### src/rtl/gpio_port_pkg.sv
package gpio_port_pkg;

    // Port-wide register selector, the low three bits of a port word address
    typedef enum logic [2:0] {
        REG_OUT    = 3'd0,
        REG_OUTSET = 3'd1,
        REG_OUTCLR = 3'd2,
        REG_IN     = 3'd3,
        REG_DIR    = 3'd4,
        REG_DIRSET = 3'd5,
        REG_DIRCLR = 3'd6,
        REG_CONFL  = 3'd7
    } port_reg_e;

    // Pull field codes of the per-pin configuration
    localparam logic [1:0] PULL_NONE = 2'b00;
    localparam logic [1:0] PULL_DOWN = 2'b01;
    localparam logic [1:0] PULL_UP   = 2'b11;

    // Configuration reset value: input, buffer disconnected, no pull
    localparam logic [3:0] CFG_RESET = 4'b0010;

endpackage

### src/rtl/gpio_port_regs.sv
module gpio_port_regs
    import gpio_port_pkg::*;
#(
    parameter int NPINS  = 32,
    parameter int DW     = 32,
    parameter int ADDR_W = 6
) (
    input  logic                    clk,
    input  logic                    rst_n,
    input  logic                    bus_wr,
    input  logic [ADDR_W-1:0]       bus_addr,
    input  logic [DW-1:0]           bus_wdata,
    input  logic [NPINS-1:0]        conf_det,
    output logic [NPINS-1:0]        out_q,
    output logic [NPINS-1:0]        dir_q,
    output logic [NPINS-1:0]        disc_q,
    output logic [NPINS-1:0][1:0]   pull_q,
    output logic [NPINS-1:0]        conf_q
);

    localparam int CFG_BASE = 2 ** (ADDR_W - 1);

    logic                port_hit;
    port_reg_e           sel;
    logic [NPINS-1:0]    cfg_we;
    logic [NPINS-1:0]    wbits;
    logic [NPINS-1:0]    out_d;
    logic [NPINS-1:0]    dir_d;
    logic [NPINS-1:0]    conf_clr;

    assign port_hit = bus_wr && (bus_addr[ADDR_W-1:3] == '0);
    assign sel      = port_reg_e'(bus_addr[2:0]);
    assign wbits    = bus_wdata[NPINS-1:0];

    // One configuration word per pin
    for (genvar i = 0; i < NPINS; i++) begin : g_cfg_dec
        assign cfg_we[i] = bus_wr && (bus_addr == ADDR_W'(CFG_BASE + i));
    end

    always_comb begin
        out_d    = out_q;
        dir_d    = dir_q;
        conf_clr = '0;
        if (port_hit) begin
            unique case (sel)
                REG_OUT:    out_d    = wbits;
                REG_OUTSET: out_d    = out_q | wbits;
                REG_OUTCLR: out_d    = out_q & ~wbits;
                REG_IN:     out_d    = out_q;
                REG_DIR:    dir_d    = wbits;
                REG_DIRSET: dir_d    = dir_q | wbits;
                REG_DIRCLR: dir_d    = dir_q & ~wbits;
                REG_CONFL:  conf_clr = wbits;
            endcase
        end
        // Configuration bit 0 is the same storage as the direction bit
        dir_d = (dir_d & ~cfg_we) | (cfg_we & {NPINS{bus_wdata[0]}});
    end

    always_ff @(posedge clk or negedge rst_n) begin
        if (!rst_n) begin
            out_q  <= '0;
            dir_q  <= '0;
            conf_q <= '0;
        end else begin
            out_q  <= out_d;
            dir_q  <= dir_d;
            // A new conflict wins over a clear in the same cycle
            conf_q <= (conf_q & ~conf_clr) | conf_det;
        end
    end

    always_ff @(posedge clk or negedge rst_n) begin
        if (!rst_n) begin
            for (int i = 0; i < NPINS; i++) begin
                disc_q[i] <= CFG_RESET[1];
                pull_q[i] <= CFG_RESET[3:2];
            end
        end else begin
            for (int i = 0; i < NPINS; i++) begin
                if (cfg_we[i]) begin
                    disc_q[i] <= bus_wdata[1];
                    pull_q[i] <= bus_wdata[3:2];
                end
            end
        end
    end

endmodule

### src/rtl/gpio_pin_resolve.sv
module gpio_pin_resolve
    import gpio_port_pkg::*;
#(
    parameter int NPINS = 32
) (
    input  logic                    clk,
    input  logic                    rst_n,
    input  logic [NPINS-1:0]        dir_q,
    input  logic [NPINS-1:0]        out_q,
    input  logic [NPINS-1:0]        disc_q,
    input  logic [NPINS-1:0][1:0]   pull_q,
    input  logic [NPINS-1:0]        ext_en,
    input  logic [NPINS-1:0]        ext_val,
    output logic [NPINS-1:0]        in_q,
    output logic [NPINS-1:0]        conf_det
);

    logic [NPINS-1:0] in_d;

    for (genvar i = 0; i < NPINS; i++) begin : g_pin
        logic up;
        logic dn;
        assign up = (pull_q[i] == PULL_UP);
        assign dn = (pull_q[i] == PULL_DOWN);

        // Priority: disconnected buffer, own driver, external driver, pull, keeper
        assign in_d[i] = disc_q[i] ? up        :
                         dir_q[i]  ? out_q[i]  :
                         ext_en[i] ? ext_val[i] :
                         up        ? 1'b1      :
                         dn        ? 1'b0      :
                                     in_q[i];

        assign conf_det[i] = dir_q[i] & ext_en[i] & (ext_val[i] ^ out_q[i]);
    end

    always_ff @(posedge clk or negedge rst_n) begin
        if (!rst_n) in_q <= '0;
        else        in_q <= in_d;
    end

endmodule

### src/rtl/gpio_read_mux.sv
module gpio_read_mux
    import gpio_port_pkg::*;
#(
    parameter int NPINS  = 32,
    parameter int DW     = 32,
    parameter int ADDR_W = 6
) (
    input  logic                    clk,
    input  logic                    rst_n,
    input  logic                    bus_rd,
    input  logic [ADDR_W-1:0]       bus_addr,
    input  logic [NPINS-1:0]        out_q,
    input  logic [NPINS-1:0]        dir_q,
    input  logic [NPINS-1:0]        in_q,
    input  logic [NPINS-1:0]        conf_q,
    input  logic [NPINS-1:0]        disc_q,
    input  logic [NPINS-1:0][1:0]   pull_q,
    output logic [DW-1:0]           bus_rdata
);

    localparam int SLOTS = 2 ** (ADDR_W - 1);

    logic [SLOTS-1:0][3:0] slot;
    logic [DW-1:0]         rd_d;

    for (genvar i = 0; i < SLOTS; i++) begin : g_slot
        if (i < NPINS) begin : g_live
            assign slot[i] = {pull_q[i], disc_q[i], dir_q[i]};
        end else begin : g_empty
            assign slot[i] = '0;
        end
    end

    always_comb begin
        rd_d = '0;
        if (bus_addr[ADDR_W-1]) begin
            rd_d = DW'(slot[bus_addr[ADDR_W-2:0]]);
        end else if (bus_addr[ADDR_W-2:3] == '0) begin
            unique case (port_reg_e'(bus_addr[2:0]))
                REG_OUT, REG_OUTSET, REG_OUTCLR: rd_d = DW'(out_q);
                REG_IN:                          rd_d = DW'(in_q);
                REG_DIR, REG_DIRSET, REG_DIRCLR: rd_d = DW'(dir_q);
                REG_CONFL:                       rd_d = DW'(conf_q);
            endcase
        end
    end

    always_ff @(posedge clk or negedge rst_n) begin
        if (!rst_n)      bus_rdata <= '0;
        else if (bus_rd) bus_rdata <= rd_d;
    end

endmodule

### src/rtl/gpio_port_ctrl.sv
module gpio_port_ctrl
    import gpio_port_pkg::*;
#(
    parameter int NPINS  = 32,
    parameter int DW     = 32,
    parameter int ADDR_W = 6
) (
    input  logic              clk,
    input  logic              rst_n,
    input  logic              bus_wr,
    input  logic              bus_rd,
    input  logic [ADDR_W-1:0] bus_addr,
    input  logic [DW-1:0]     bus_wdata,
    output logic [DW-1:0]     bus_rdata,
    input  logic [NPINS-1:0]  ext_en,
    input  logic [NPINS-1:0]  ext_val,
    output logic [NPINS-1:0]  pad_oe,
    output logic [NPINS-1:0]  pad_out,
    output logic              conflict_any
);

    logic [NPINS-1:0]      out_q;
    logic [NPINS-1:0]      dir_q;
    logic [NPINS-1:0]      disc_q;
    logic [NPINS-1:0][1:0] pull_q;
    logic [NPINS-1:0]      conf_q;
    logic [NPINS-1:0]      conf_det;
    logic [NPINS-1:0]      in_q;

    gpio_port_regs #(.NPINS(NPINS), .DW(DW), .ADDR_W(ADDR_W)) i_regs (
        .clk      (clk),
        .rst_n    (rst_n),
        .bus_wr   (bus_wr),
        .bus_addr (bus_addr),
        .bus_wdata(bus_wdata),
        .conf_det (conf_det),
        .out_q    (out_q),
        .dir_q    (dir_q),
        .disc_q   (disc_q),
        .pull_q   (pull_q),
        .conf_q   (conf_q)
    );

    gpio_pin_resolve #(.NPINS(NPINS)) i_resolve (
        .clk     (clk),
        .rst_n   (rst_n),
        .dir_q   (dir_q),
        .out_q   (out_q),
        .disc_q  (disc_q),
        .pull_q  (pull_q),
        .ext_en  (ext_en),
        .ext_val (ext_val),
        .in_q    (in_q),
        .conf_det(conf_det)
    );

    gpio_read_mux #(.NPINS(NPINS), .DW(DW), .ADDR_W(ADDR_W)) i_rdmux (
        .clk      (clk),
        .rst_n    (rst_n),
        .bus_rd   (bus_rd),
        .bus_addr (bus_addr),
        .out_q    (out_q),
        .dir_q    (dir_q),
        .in_q     (in_q),
        .conf_q   (conf_q),
        .disc_q   (disc_q),
        .pull_q   (pull_q),
        .bus_rdata(bus_rdata)
    );

    assign pad_oe       = dir_q;
    assign pad_out      = out_q;
    assign conflict_any = |conf_q;

endmodule

### config.mk
export PLATFORM = sky130hd
export DESIGN_NAME = gpio_port_ctrl
export DESIGN_NICKNAME = d
export VERILOG_FILES = /design/src/rtl/gpio_port_pkg.sv /design/src/rtl/gpio_port_regs.sv /design/src/rtl/gpio_pin_resolve.sv /design/src/rtl/gpio_read_mux.sv /design/src/rtl/gpio_port_ctrl.sv
export SDC_FILE = /design/constraint.sdc
export NUM_CORES = 1
export LEC_CHECK = 0
export BUFFER_PORTS_ARGS = -buffer_cell sky130_fd_sc_hd__buf_2
export CAP_MARGIN = 5
export CORE_MARGIN = 3
export CORE_UTILIZATION = 55
export CTS_BUF_LIST = sky130_fd_sc_hd__clkbuf_8 sky130_fd_sc_hd__clkbuf_16
export CTS_CLUSTER_DIAMETER = 30
export DETAILED_ROUTE_END_ITERATION = 10
export PLACE_DENSITY = 0.76
export SLEW_MARGIN = 25
export SYNTH_ARGS = -nofsm -noshare
export SYNTH_HDL_FRONTEND = slang
export SYNTH_HIERARCHICAL = 1
export SYNTH_SLANG_ARGS = --single-unit
export TNS_END_PERCENT = 1
### constraint.sdc
create_clock -name clk -period 1.8 [get_ports clk]
set_input_delay 0.09 -clock clk [delete_from_list [all_inputs] [get_ports clk]]
set_output_delay 0.09 -clock clk [all_outputs]
set_load 0.05 [all_outputs]
### After elaboration in Yosys (flattened, before gate mapping)

Index checks and enable logic that the tools add are counted.

| cells by class | value |
|---|---|
| equality and inequality tests | 103 |
| $add $sub $neg | 0 |
| shift operators | 0 |
| reductions and logical operators | 73 |
| bitwise logic cells | 108 |
| order comparisons | 1 |
| $mul | 0 |
| div/mod/pow operators | 0 |
| muxes and demuxes | 170 |

Operator list:

| cell | count |
|---|---|
| 6-bit equality test (second input constant) | 32 |
| 32-bit case mux with 3 select lines | 2 |
| 32-bit bitwise AND | 5 |
| 1-bit two-way mux | 160 |
| 32-bit two-way mux | 5 |
| 5-bit nonzero test | 32 |
| 32-bit bitwise OR | 4 |
| 32-bit case mux with 4 select lines | 1 |
| 32-bit inverter | 3 |
| 1-bit bitwise AND | 64 |
| 2-bit by 1-bit equality test with 1-bit output (second input constant) | 32 |
| 2-bit equality test (second input constant) | 32 |
| 1-bit logical AND | 33 |
| 32-bit OR reduction | 1 |
| 1-bit bitwise XOR | 32 |
| 4-bit binary-select mux with 5-bit select | 1 |
| 3-bit equality test (second input constant) | 4 |
| 3-bit by 2-bit equality test with 1-bit output (second input constant) | 2 |
| 3-bit logical NOT | 2 |
| 5-bit by 6-bit < comparator with 1-bit output (second input constant) | 1 |
| 3-bit OR reduction | 2 |
| 4-bit two-way mux | 1 |
| 3-bit by 1-bit equality test with 1-bit output (second input constant) | 1 |
| 3-bit nonzero test | 1 |
| 2 further kinds | 2 |

| word-level totals | value |
|---|---|
| bits of input ports | 106 |
| RAM bits | 0 |
| bits in registers | 256 |
| latch bits | 0 |
| memory bits (read-only) | 0 |
| memories | 0 |

### Logic depth before layout (Yosys ltp)

Gate-level depths: netlist of the first run.

| depth | value |
|---|---|
| depth in word-level cells | 6 |
| depth in mapped cells | 8 |
| mapped depth without buffers | 5 |

### Hierarchy

The synthesis of the first run kept the hierarchy.

By module, submodules not included:

| module | times used | cells an instance | area each (um^2) | sequential area each (um^2) |
|---|---|---|---|---|
| gpio_port_regs | 1 | 822 | 9136.3 | 4844.6 |
| gpio_read_mux | 1 | 267 | 3196.8 | 800.8 |
| gpio_pin_resolve | 1 | 352 | 2770.2 | 800.8 |
| gpio_port_ctrl | 1 | 11 | 75.1 | 0.0 |

### Least setup slack after synthesis of the first run

Ideal clock, no wire load.

| path | value |
|---|---|
| kind | register -> register |
| start | register with a tool-made name |
| end | register i_rdmux.bus_rdata[0] |
| stages on the path, launching flop included | 6 |
| data required time | 1.661 ns |
| path slack | 0.081 ns |
| library setup time | 0.139 ns |
| data arrival time | 1.580 ns |
| period minus slack after synthesis | 1.719 ns |
| cells stage by stage | dfrtp_1 mux2i_1 o22ai_1 or4_1 nand3_1 a41oi_1 |

RTL lines:

| item | RTL line | source |
|---|---|---|
| end signal, assigned | gpio_read_mux.sv:50 | `else if (bus_rd) bus_rdata <= rd_d;` |
| end, declared | gpio_read_mux.sv:18 | `output logic [DW-1:0] bus_rdata` |

### Worst setup path after layout of the first run

| path | value |
|---|---|
| start | register i_regs.conf_q[2] |
| end | output conflict_any |

| on the way | value |
|---|---|
| cells in the longest elaborated chain, start to end | 1 |

Ends and longest elaborated chain:

| item | RTL line | source |
|---|---|---|
| start, declared | gpio_port_regs.sv:18 | `output logic [NPINS-1:0] conf_q` |
| start signal, assigned | gpio_port_regs.sv:69 | `conf_q <= (conf_q & ~conf_clr) \| conf_det;` |
| 32-bit OR reduction | gpio_port_ctrl.sv:73 | `assign conflict_any = \|conf_q;` |
| end, declared | gpio_port_ctrl.sv:19 | `output logic conflict_any` |

Every way passes these cells.

==> metrics.txt, run 1 <==
Leak=9.18 nW; CTS Sinks=256; GRT Total Usage=37.4%; Post-route DRC=0; commonest non-fill, non-tap cell in the layout=dfrtp_1; Clock Pin Slew Worst Setup and Hold Paths=0.05 ns; Synth Register Bits=256; Yosys Warn Count=6; CTS tree=built; Final min period=2.32 ns; failing checks=negative setup slack; Cells after Synth=1452; clock tree buffer depth=3; type of the most critical hold path=in -> async; vias per cell=6.66; Post-Route WL=56300 um; core area=27000 um2; Die Span Y=172 um; WP data required=1.71 ns; worst skew pair latency=0.57 ns; Root Driver=clkbuf_16; worst-path fanout max=2; post-route setup TNS=-0.519 ns; via count=15.3k; pre-CTS setup slack=-0.251 ns; Least-Margin Pin Slew=0.588 ns; max_cap viols=0; input/output buffers=202; syn_nets=1558; Nets=2002; most frequent cells in the layout=dfrtp_1 (221), buf_2 (199), buf_4 (136), nand2_1 (120), dlygate4sd3_1 (118); pwr/cell area=1140 nW/um2; status=complete, but fails checks; part of the cycle the worst path needs=129%; GPL Wtd Cong=0.967; WP data arrival=2.23 ns; async set-reset flop share out of synthesis=100%; Layout Skew=0.0234 ns; first-pass GRT wire length=86300 um; Avg Inst Size Synth=10.5 um2; crit path from=i_regs/conf_q[2]; CP Class=reg -> out; post-route ant nets=0; DIE AREA=29600 um2; WL per Instance=24.6 um; element type at the critical path end=output port; Post-Syn Area=15200 um2; initial core utilization=56.2%; number of CTS-inserted buffers=60; H-tree Lvls=2; RSZ-0062 raised after global routing=true; Peak VDD IR=0.732 mV; DP Area=17400 um2; post-DP HPWL=36000 um; layout cells sized above 1=34.9%; fmax=431 MHz; Setup Viol. Count Final=1; vias in the first global route=15.4k; crit start category=flop; largest net degree at the start of global routing=63; post-synth cell types=73; Die Wd=172 um; gr ovfl total=0; sequential area share after synthesis=42.5%; fin. max-slew vios=0; Area Overhead vs Synth=37.2%; Slew headroom=60.7%; # rows=60; io pins=203; initial antenna violation count=2; top_reg_cell synth=dfrtp_1; Finished Cell Area=20800 um2; Layout Cells excl Fill=2291; final worst setup slack=-0.519 ns; DR pass1 iterations=6; placed insts=2051; EDFF count, synth=0; FILL cells=1691; DRT iter0 DRCs=1762; Final Hold Fails=0
kinds of logic (layout without fill, tap and decap cells):
family / Yosys count / after routing / share of synthesized area (%)
muxes: 187 / 187 / 16.3
buffers and inverters: 126 / 622 / 4.30
other: 0 / 2 / 0
AOI/OAI and AO/OA: 412 / 412 / 19.0
DFF: 256 / 256 / 42.5
xor gates and xnor gates: 33 / 33 / 1.90
and+or+nand+nor: 438 / 438 / 16.1
final cells by class:
cell class / instances / area (um2) / share of cell area [%]
multi-input combinational: 1070 / 8140 / 39.1
inverter: 29 / 109 / 0.523
clock buffer: 68 / 1620 / 7.79
clock inverter: 46 / 450 / 2.16
sequential: 256 / 6450 / 31.0
antenna: 2 / 5.00 / 0.0240
timing repair buffer: 479 / 3620 / 17.4
tap: 341 / 427 / 2.05
critical path, stage by stage (launching register included):
cell and delay [ns]:
dfrtp_1 0.42, nor4_4 0.41, buf_4 0.18, nand4_1 0.10
buf_6 0.16, or2_1 0.22, buf_6 0.16
layer usage:
layer  share of wire [%]  GRT usage [%]
met1                  37           48.3
met2                  46           58.5
met3                  11           9.95
met4                 5.2           19.1
met5               0.023              0
worst paths after layout:
check	end	slack, ns	depth (start not counted)
hold / removal	i_regs/conf_q[20]	0.009	2
setup reg to reg	i_resolve/in_q[10]	0.04	4
setup / recovery	conflict_any	-0.52	6
min in group clk	flop	0.02	4
max in group asynchronous	i_regs/disc_q[14]	1.01	3
hold reg to reg	i_rdmux/bus_rdata[14]	0.50	1
synth_stat cells (4+ instances only):
cell type	instances	area share, %
dfrtp_1	224	37
nand2_1	120	3.0
mux2_2	105	7.8
a21oi_1	97	3.2
nor2_1	72	1.8
nand2b_1	68	2.8
a21o_1	64	3.2
o21ai_0	46	1.5
clkbuf_1	44	1.1
mux2i_1	42	2.8
a22o_1	38	2.2
nand3_1	36	1.2
buf_2	34	1.1
mux4_2	33	4.9
a221o_1	32	2.1
and3_1	32	1.3
dfstp_2	32	5.5
or3b_1	32	1.8
xor2_1	32	1.8
inv_1	26	0.64
o32ai_1	26	1.5
a21boi_0	22	1.1
a211oi_1	18	0.89
o22ai_1	17	0.70
nor2b_1	16	0.66
o21a_1	10	0.49
o21ai_1	10	0.33
buf_4	8	0.40
nor3_2	8	0.53
nor4_1	8	0.33
buf_6	7	0.52
a32oi_1	6	0.35
nor3_1	6	0.20
or4_1	5	0.25
a41oi_1	4	0.23
mux2_1	4	0.30
nand4_1	4	0.16
o211ai_1	4	0.20
power breakdown:
part           switching (mW)  internal [mW]  total (mW)
Clock                    3.58           7.31        10.9
Sequential              0.990           6.70        7.70
Combinational            2.89           2.24        5.13
Total                    7.46           16.3        23.7
through the flow:
| step | utilization (%) | hold slack, ns | power (mW) |
|---|---|---|---|
| finish | 77.0 | 0.00901 | 23.7 |
| global route | 77.0 | 0.0272 | 24.5 |
| CTS | 76.8 | 0.00430 | 23.5 |
| detailed placement | 64.4 | 0.00744 | 12.3 |
| global placement | 64.4 | 0.0121 | 12.1 |
| floorplan | - | -0.206 | 10.4 |
repair_timing:
action	in CTS	in global routing
gates resized for setup	5	23
setup endpoints to repair	1	14
cloned	0	0
hold buffers	124	0
buffers inserted	0	0
pin swaps	3	3
hold endpoints to repair	343	0
Note: power is estimated with default switching activity, not from simulation.
==> run 2: changes to the inputs <==
- SKIP_LAST_GASP: default -> 1
==> run 2 against run 1 <==
  * The flow still finishes with violations (negative setup slack)
  * Clock power is essentially flat
  * Global-route usage is the same
  * Power shrank 0.15%
  * Via count is the same
  * Die area is the same
  * Setup slack gained 0.014 ns
  * Register-to-register slack lost 0.07 ns
  * Combinational power shrank 0.8%
  * Sequential power is essentially flat
==> metrics.txt, run 2 (synthesis results as in run 1) <==
status=complete, but fails checks (unchanged); failing checks=negative setup slack (unchanged); Finished Cell Area=20800 um2 (about the same); setup bufs post-CTS=0 (unchanged); Setup Viol. Count Final=5 (was 1); Post-Route WL=56300 um (about the same); part of the cycle the worst path needs=128% (was 129%); element type at the critical path end=output port (unchanged); CTS Sinks=256 (unchanged); GRT Total Usage=37.4% (unchanged); Least-Margin Pin Slew=0.590 ns (was 0.588 ns); highest-delay cell along the critical path=dfrtp_1 (unchanged); DP Area=17400 um2 (unchanged); Area Overhead vs Synth=36.7% (was 37.2%); Leak=9.13 nW (was 9.18 nW); Critical Path, Cell by Cell=nor4_4 -> buf_4 -> nand4_1 -> buf_6 -> or2_1 -> buf_6 (unchanged); # rows=60 (unchanged); fmax=434 MHz (was 431 MHz); total power draw=23.7 mW (about the same); DIE AREA=29600 um2 (unchanged); register area=6450 um2 (about the same); core area=27000 um2 (unchanged); WL per Instance=24.5 um (was 24.6 um); Final min period=2.31 ns (was 2.32 ns); DRT iter0 DRCs=1767 (was 1762); first-pass GRT wire length=86300 um (unchanged); vias in the first global route=15.4k (unchanged); Nets=2002 (unchanged); Slew headroom=60.5% (was 60.7%); Die Span Y=172 um (unchanged); final hold slack=0.0165 ns (was 0.00901 ns); max_cap viols=0 (unchanged); initial antenna violation count=2 (unchanged); worst skew pair latency=0.57 ns (about the same); CTS tree=built (unchanged); Multi-input gate area=8110 um2 (was 8140 um2); initial core utilization=56.2% (unchanged); Post-route DRC=0 (unchanged); post-route ant nets=0 (unchanged); Worst Path Buf+Inv=3 (unchanged); Root Driver=clkbuf_16 (unchanged); RSZ-0062 raised after global routing=true (unchanged); pwr/cell area=1140 nW/um2 (about the same); WP data arrival=2.22 ns (was 2.23 ns); DR pass1 iterations=6 (unchanged); final worst setup slack=-0.505 ns (was -0.519 ns); clock tree buffer depth=3 (unchanged); H-tree Lvls=2 (unchanged); Final Hold Fails=0 (unchanged); critical path's most frequent cell=buf_6 (unchanged); CP delay by family, top=simple AND/OR/NAND/NOR gates (unchanged); critical path's largest stage delay=0.42 ns (about the same); post-DP HPWL=36000 um (unchanged); worst-path fanout max=2 (unchanged); commonest non-fill, non-tap cell in the layout=dfrtp_1 (unchanged); Clock Pin Slew Worst Setup and Hold Paths=0.05 ns (about the same); GPL Wtd Cong=0.967 (unchanged); largest net degree at the start of global routing=63 (unchanged); layout cells sized above 1=34.2% (was 34.9%); via count=15.3k (unchanged); fin. max-slew vios=0 (unchanged); FILL cells=1704 (was 1691); gr ovfl total=0 (unchanged); vias per cell=6.65 (was 6.66); most frequent cells in the layout=dfrtp_1 (224), buf_2 (199), buf_4 (140), dlygate4sd3_1 (124), nand2_1 (120) (was dfrtp_1 (221), buf_2 (199), buf_4 (136), nand2_1 (120), dlygate4sd3_1 (118)); number of CTS-inserted buffers=60 (unchanged); Layout Skew=0.0210 ns (was 0.0234 ns); type of the most critical hold path=in -> async (unchanged); Die Wd=172 um (unchanged); io pins=203 (unchanged); Peak VDD IR=0.730 mV (was 0.732 mV); CP Class=reg -> out (unchanged); WP data required=1.71 ns (about the same); crit start category=flop (unchanged); input/output buffers=202 (unchanged)
==> run 2: changes by cell type in the layout (fill, tap and decap cells not counted), moves of 3 or more <==
cell,before,now
buf_6,6,2
dfrtp_2,3,0
a21oi_2,7,1
a21oi_1,90,96
dlymetal6s4s_1,6,0
dlygate4sd3_1,118,124
dfrtp_1,221,224
buf_4,136,140
==> run 2: per-stage QoR <==
| stage | worst slack (ns) | util, % | cells | setup TNS [ns] |
|---|---|---|---|---|
| after CTS | -0.498 | 76.8 | 2289 | -0.498 |
| final | -0.505 | 76.8 | 2292 | -0.564 |
| after floorplan | 0.0812 | - | 1452 | 0 |
| after global routing | -0.587 | 76.8 | 2290 | -1.16 |
| after global placement | -0.292 | 64.4 | 2051 | -0.310 |
| after detailed placement | -0.251 | 64.4 | 2051 | -0.288 |
==> run 2: final timing paths <==
| check | start | to | slack, ns | cells after the start |
|---|---|---|---|---|
| worst min-delay path | rst_n | i_regs/conf_q[20] | 0.02 | 2 |
| min in group clk | bus_addr[5] | flop | 0.03 | 4 |
| max in group asynchronous | rst_n | i_regs/disc_q[14] | 1.01 | 3 |
| worst min register to register | i_rdmux/bus_rdata[14] | i_rdmux/bus_rdata[14] | 0.50 | 1 |
| worst max-delay path | i_regs/conf_q[2] | conflict_any | -0.51 | 6 |
| worst max register to register | flop | i_resolve/in_q[27] | -0.03 | 5 |
==> run 2: worst register-to-register path: cells and delay by family (launching register included) <==
kind	cells	cell delay, ns
AO/OA/AOI/OAI	2	0.26
buffers and inverters	2	0.74
AND/OR/NAND/NOR	1	0.35
flip-flops	1	0.37
==> run 2: what timing repair did <==
action | CTS | global route
hold buffers | 124 | 0
endpoints found under the setup margin | 1 | 14
pin swaps | 3 | 0
hold endpoints to repair | 343 | 0
resized for setup | 5 | 0
==> run 2: per-layer routing <==
metal  up-vias  wire length, um  share of wire [%]  track usage (%)
li1       6341                -                  -                -
met4         2             2970                5.3             19.1
met1      7515            21000                 37             48.3
met3       258             6350                 11             9.95
met2      1137            25900                 46             58.5
met5         -               13              0.023                0
==> run 2: final cells by class <==
class	count	area share, %
tap	341	2.06
clock buffer	68	7.82
multi-input combinational	1070	39.1
sequential	256	31.1
timing repair buffer	479	17.3
inverter	29	0.525
antenna	3	0.0362
clock inverter	46	2.17
==> run 2: power breakdown <==
part           switching, mW  total [mW]  internal [mW]
logic                   2.88        5.09           2.21
clock network           3.59        10.9           7.31
registers              0.989        7.69           6.70
==> run 3: changes to the inputs <==
- SYNTH_HIERARCHICAL: 1 -> default
==> run 3 against run 2 <==
  * The run still ends with negative setup slack left
  * Final area is 6.1% lower
  * Sequential share of layout area is 2.0 points higher
  * Flip-flop and latch count stayed put
  * Fmax is 3.8% higher
  * Via count is 8.4% lower
  * Cell count is 4.8% lower
  * Critical path depth stayed put
  * Die area is 5.6% lower
  * Synthesized cell count is 4.2% lower
  * Sequential power is 6.1% higher
  * Global-route usage is 1.2 points lower
==> metrics.txt, run 3 <==
post-DP HPWL=34000 um (was 36000 um); number of CTS-inserted buffers=54 (was 60); Post-Route WL=51500 um (was 56300 um); WP data required=1.71 ns (about the same); Die Span Y=167 um (was 172 um); final hold slack=0.00344 ns (was 0.0165 ns); vias per cell=6.41 (was 6.65); EDFF count, synth=0 (unchanged); pwr/cell area=1270 nW/um2 (was 1140 nW/um2); Peak VDD IR=0.997 mV (was 0.730 mV); initial core utilization=56.4% (was 56.2%); fin. max-slew vios=0 (unchanged); status=complete, but fails checks (unchanged); GR Layer Usage met3=7.70% (was 9.95%); most crowded layer after global routing=met2 (unchanged); max_cap viols=0 (unchanged); Layout Skew=0.0201 ns (was 0.0210 ns); Nets=1909 (was 2002); clock share of power=41.2% (was 46.0%); async set-reset flop share out of synthesis=100% (unchanged); register area=6450 um2 (about the same); top post-synthesis cells by area=dfrtp_1 (39%), mux4_2 (8.8%), mux2_2 (6.5%), dfstp_2 (5.9%), a21oi_1 (4.2%) (was dfrtp_1 (37%), mux2_2 (7.8%), dfstp_2 (5.5%), mux4_2 (4.9%), a21oi_1 (3.2%)); Synth Register Bits=256 (unchanged); placed insts=1966 (was 2051); gr ovfl total=0 (unchanged); met1 GRT Util=46.8% (was 48.3%); Worst Reg-to-Reg Cells=4 (was 5); Int Power=16.5 mW (was 16.2 mW); input/output buffers=202 (unchanged); type of the most critical hold path=in -> reg (was in -> async); CP Class=reg -> out (unchanged); DRT iter0 DRCs=1733 (was 1767); GRT Total Usage=36.2% (was 37.4%); top-area cell type share of the netlist area=39.2% (was 36.9%); Clock Pin Slew Worst Setup and Hold Paths=0.05 ns (about the same); DR pass1 iterations=6 (unchanged); final worst setup slack=-0.420 ns (was -0.505 ns); Post-Syn Area=14300 um2 (was 15200 um2); commonest non-fill, non-tap cell in the layout=dfrtp_1 (unchanged); CTS Sinks=256 (unchanged); DIE AREA=28000 um2 (was 29600 um2); layout cells sized above 1=33.9% (was 34.2%); element type at the critical path end=output port (unchanged); fmax=450 MHz (was 434 MHz); failing checks=negative setup slack (unchanged); Slew headroom=60.3% (was 60.5%); # rows=58 (was 60); capturing point of the worst reg2reg path=i_rdmux.bus_rdata[2] (was i_resolve/in_q[27]); FILL cells=1519 (was 1704); Setup Viol. Count Final=6 (was 5); crit start category=flop (unchanged); worst skew pair latency=0.56 ns (was 0.57 ns); largest net degree at the start of global routing=66 (was 63); Die Wd=167 um (was 172 um); reg2reg setup slack=-0.07 ns (was -0.03 ns); WL per Instance=23.6 um (was 24.5 um); WP data arrival=2.13 ns (was 2.22 ns); H-tree Lvls=2 (unchanged); Worst Hold End=i_resolve.in_q[5]; Layout Cells excl Fill=2182 (was 2292); switching power=8.27 mW (was 7.46 mW); most common library cells after synthesis=dfrtp_1 (224), nand2_1 (143), nor2_1 (135) (was dfrtp_1 (224), nand2_1 (120), mux2_2 (105)); post-route ant nets=0 (unchanged); pre-CTS setup slack=-0.162 ns (was -0.251 ns); clock tree buffer depth=3 (unchanged); Logic pwr share=25.9% (was 21.5%); most frequent cells in the layout=dfrtp_1 (217), buf_2 (200), nand2_1 (143), nor2_1 (132), a21oi_1 (119) (was dfrtp_1 (224), buf_2 (199), buf_4 (140), dlygate4sd3_1 (124), nand2_1 (120)); hold depth=5; worst-path fanout max=2 (unchanged); Cells after Synth=1391 (was 1452); Least-Margin Pin Slew=0.595 ns (was 0.590 ns); top_reg_cell synth=dfrtp_1 (unchanged); post-synth cell types=60 (was 73); Area Overhead vs Synth=36.4% (was 36.7%); Yosys Warn Count=0 (was 6); crit path from=i_regs.conf_q[2] (was i_regs/conf_q[2]); Leak=8.69 nW (was 9.13 nW); syn_nets=1497 (was 1558); Avg Inst Size Synth=10.3 um2 (was 10.5 um2); part of the cycle the worst path needs=123% (was 128%); Multi-input gate area=7220 um2 (was 8110 um2); first-pass GRT wire length=80600 um (was 86300 um); sw frac=33.4% (was 31.5%); RSZ-0062 raised after global routing=true (unchanged); Final min period=2.22 ns (was 2.31 ns); initial antenna violation count=3 (was 2); core area=25300 um2 (was 27000 um2); Root Driver=clkbuf_16 (unchanged); CTS tree=built (unchanged); sequential area share after synthesis=45.1% (was 42.5%); Hold Path Origin=ext_val[5]; largest area contributor in the netlist=dfrtp_1 (unchanged); most frequent cell after synthesis=dfrtp_1 (unchanged); io pins=203 (unchanged); Post-route DRC=0 (unchanged); worst r2r src=i_regs.pull_q[42]; Final Hold Fails=0 (unchanged); GPL Wtd Cong=0.961 (was 0.967); met2 Usage GRT=59.0% (was 58.5%); vias in the first global route=14.5k (was 15.4k); via count=14.0k (was 15.3k); part of the power in registers=33.0% (was 32.5%)
-- run 3: cell count changes in the layout (fill, tap and decap cells not counted), moves of 24 or more --
| cell | change |
|---|---|
| nor2_1 | +61 |
| and3_1 | -28 |
| a221o_1 | -25 |
| nor3b_1 | +30 |
| mux2i_1 | -29 |
| o32ai_1 | -26 |
| nand3_1 | -24 |
| nand2b_1 | -32 |
| a21o_1 | -56 |
| or3b_1 | -31 |
| inv_1 | +40 |
| a32o_1 | +33 |
-- run 3: power by group through the flow --
stage                     Combinational (mW)  Sequential, mW  Clock, mW
final                                   6.39            8.16       10.2
after global routing                    6.81            8.26       10.5
after CTS                               6.26            8.08       10.2
after detailed placement                5.81            8.11          0
after global placement                  5.66            8.07          0
after floorplan                         2.65            9.11          0
-- run 3: worst max-delay path by stage --
stage / to / slack [ns] / cells past startpoint
after floorplan: i_rdmux.bus_rdata[0] / 0.01 / 5
after global placement: conflict_any / -0.14 / 6
after detailed placement: conflict_any / -0.16 / 6
after CTS: conflict_any / -0.41 / 6
after global routing: conflict_any / -0.45 / 6
final: conflict_any / -0.42 / 6
-- run 3: cells by family after synthesis --
logic type                after synthesis  share of synthesized area, %
xor gates and xnor gates               38                          2.33
DFF                                   256                          45.1
and+or+nand+nor                       422                          14.4
muxes                                 163                          17.1
buffers and inverters                 151                          4.69
AOI/OAI and AO/OA                     361                          16.3
-- run 3: layer usage --
| layer | vias to the layer above | share of wire, % |
|---|---|---|
| met2 | 944 | 47 |
| li1 | 5910 | - |
| met4 | 2 | 4.9 |
| met3 | 222 | 10 |
| met5 | - | 0.025 |
| met1 | 6898 | 38 |
-- run 3: metrics by stage --
step	TNS [ns]	power, mW	instance area, um2	utilization (%)
after detailed placement	-0.687	13.9	16400	64.8
after global routing	-1.63	25.6	19500	77.0
after global placement	-0.513	13.7	16400	64.8
after CTS	-0.419	24.5	19500	77.0
after floorplan	0	11.8	14300	-
final	-0.586	24.7	19500	77.0
-- run 3: worst max-delay path, stage by stage, from the launching register on --
cell and delay, ns:
dfrtp_1 0.41, nor4_4 0.33, buf_4 0.16, nand4_1 0.10, buf_4 0.19, or2_4 0.23, buf_8 0.15
-- run 3: area by class of cell --
type                            count  share of cell area (%)
Tap cell                          330                    2.12
Clock buffer                       63                    7.74
Clock inverter                     39                    2.03
Sequential cell                   256                    33.1
Inverter                           65                    1.25
Antenna cell                        3                  0.0385
Multi-Input combinational cell    984                    37.0
Timing Repair Buffer              442                    16.7
-- run 3: what timing repair did --
action / in CTS / in global routing
setup endpoints to repair: 2 / 32
hold buffers: 112 / 0
gates resized for setup: 10 / 0
setup buffers: 0 / 0
pin swaps: 3 / 0
hold endpoints to repair: 334 / 0
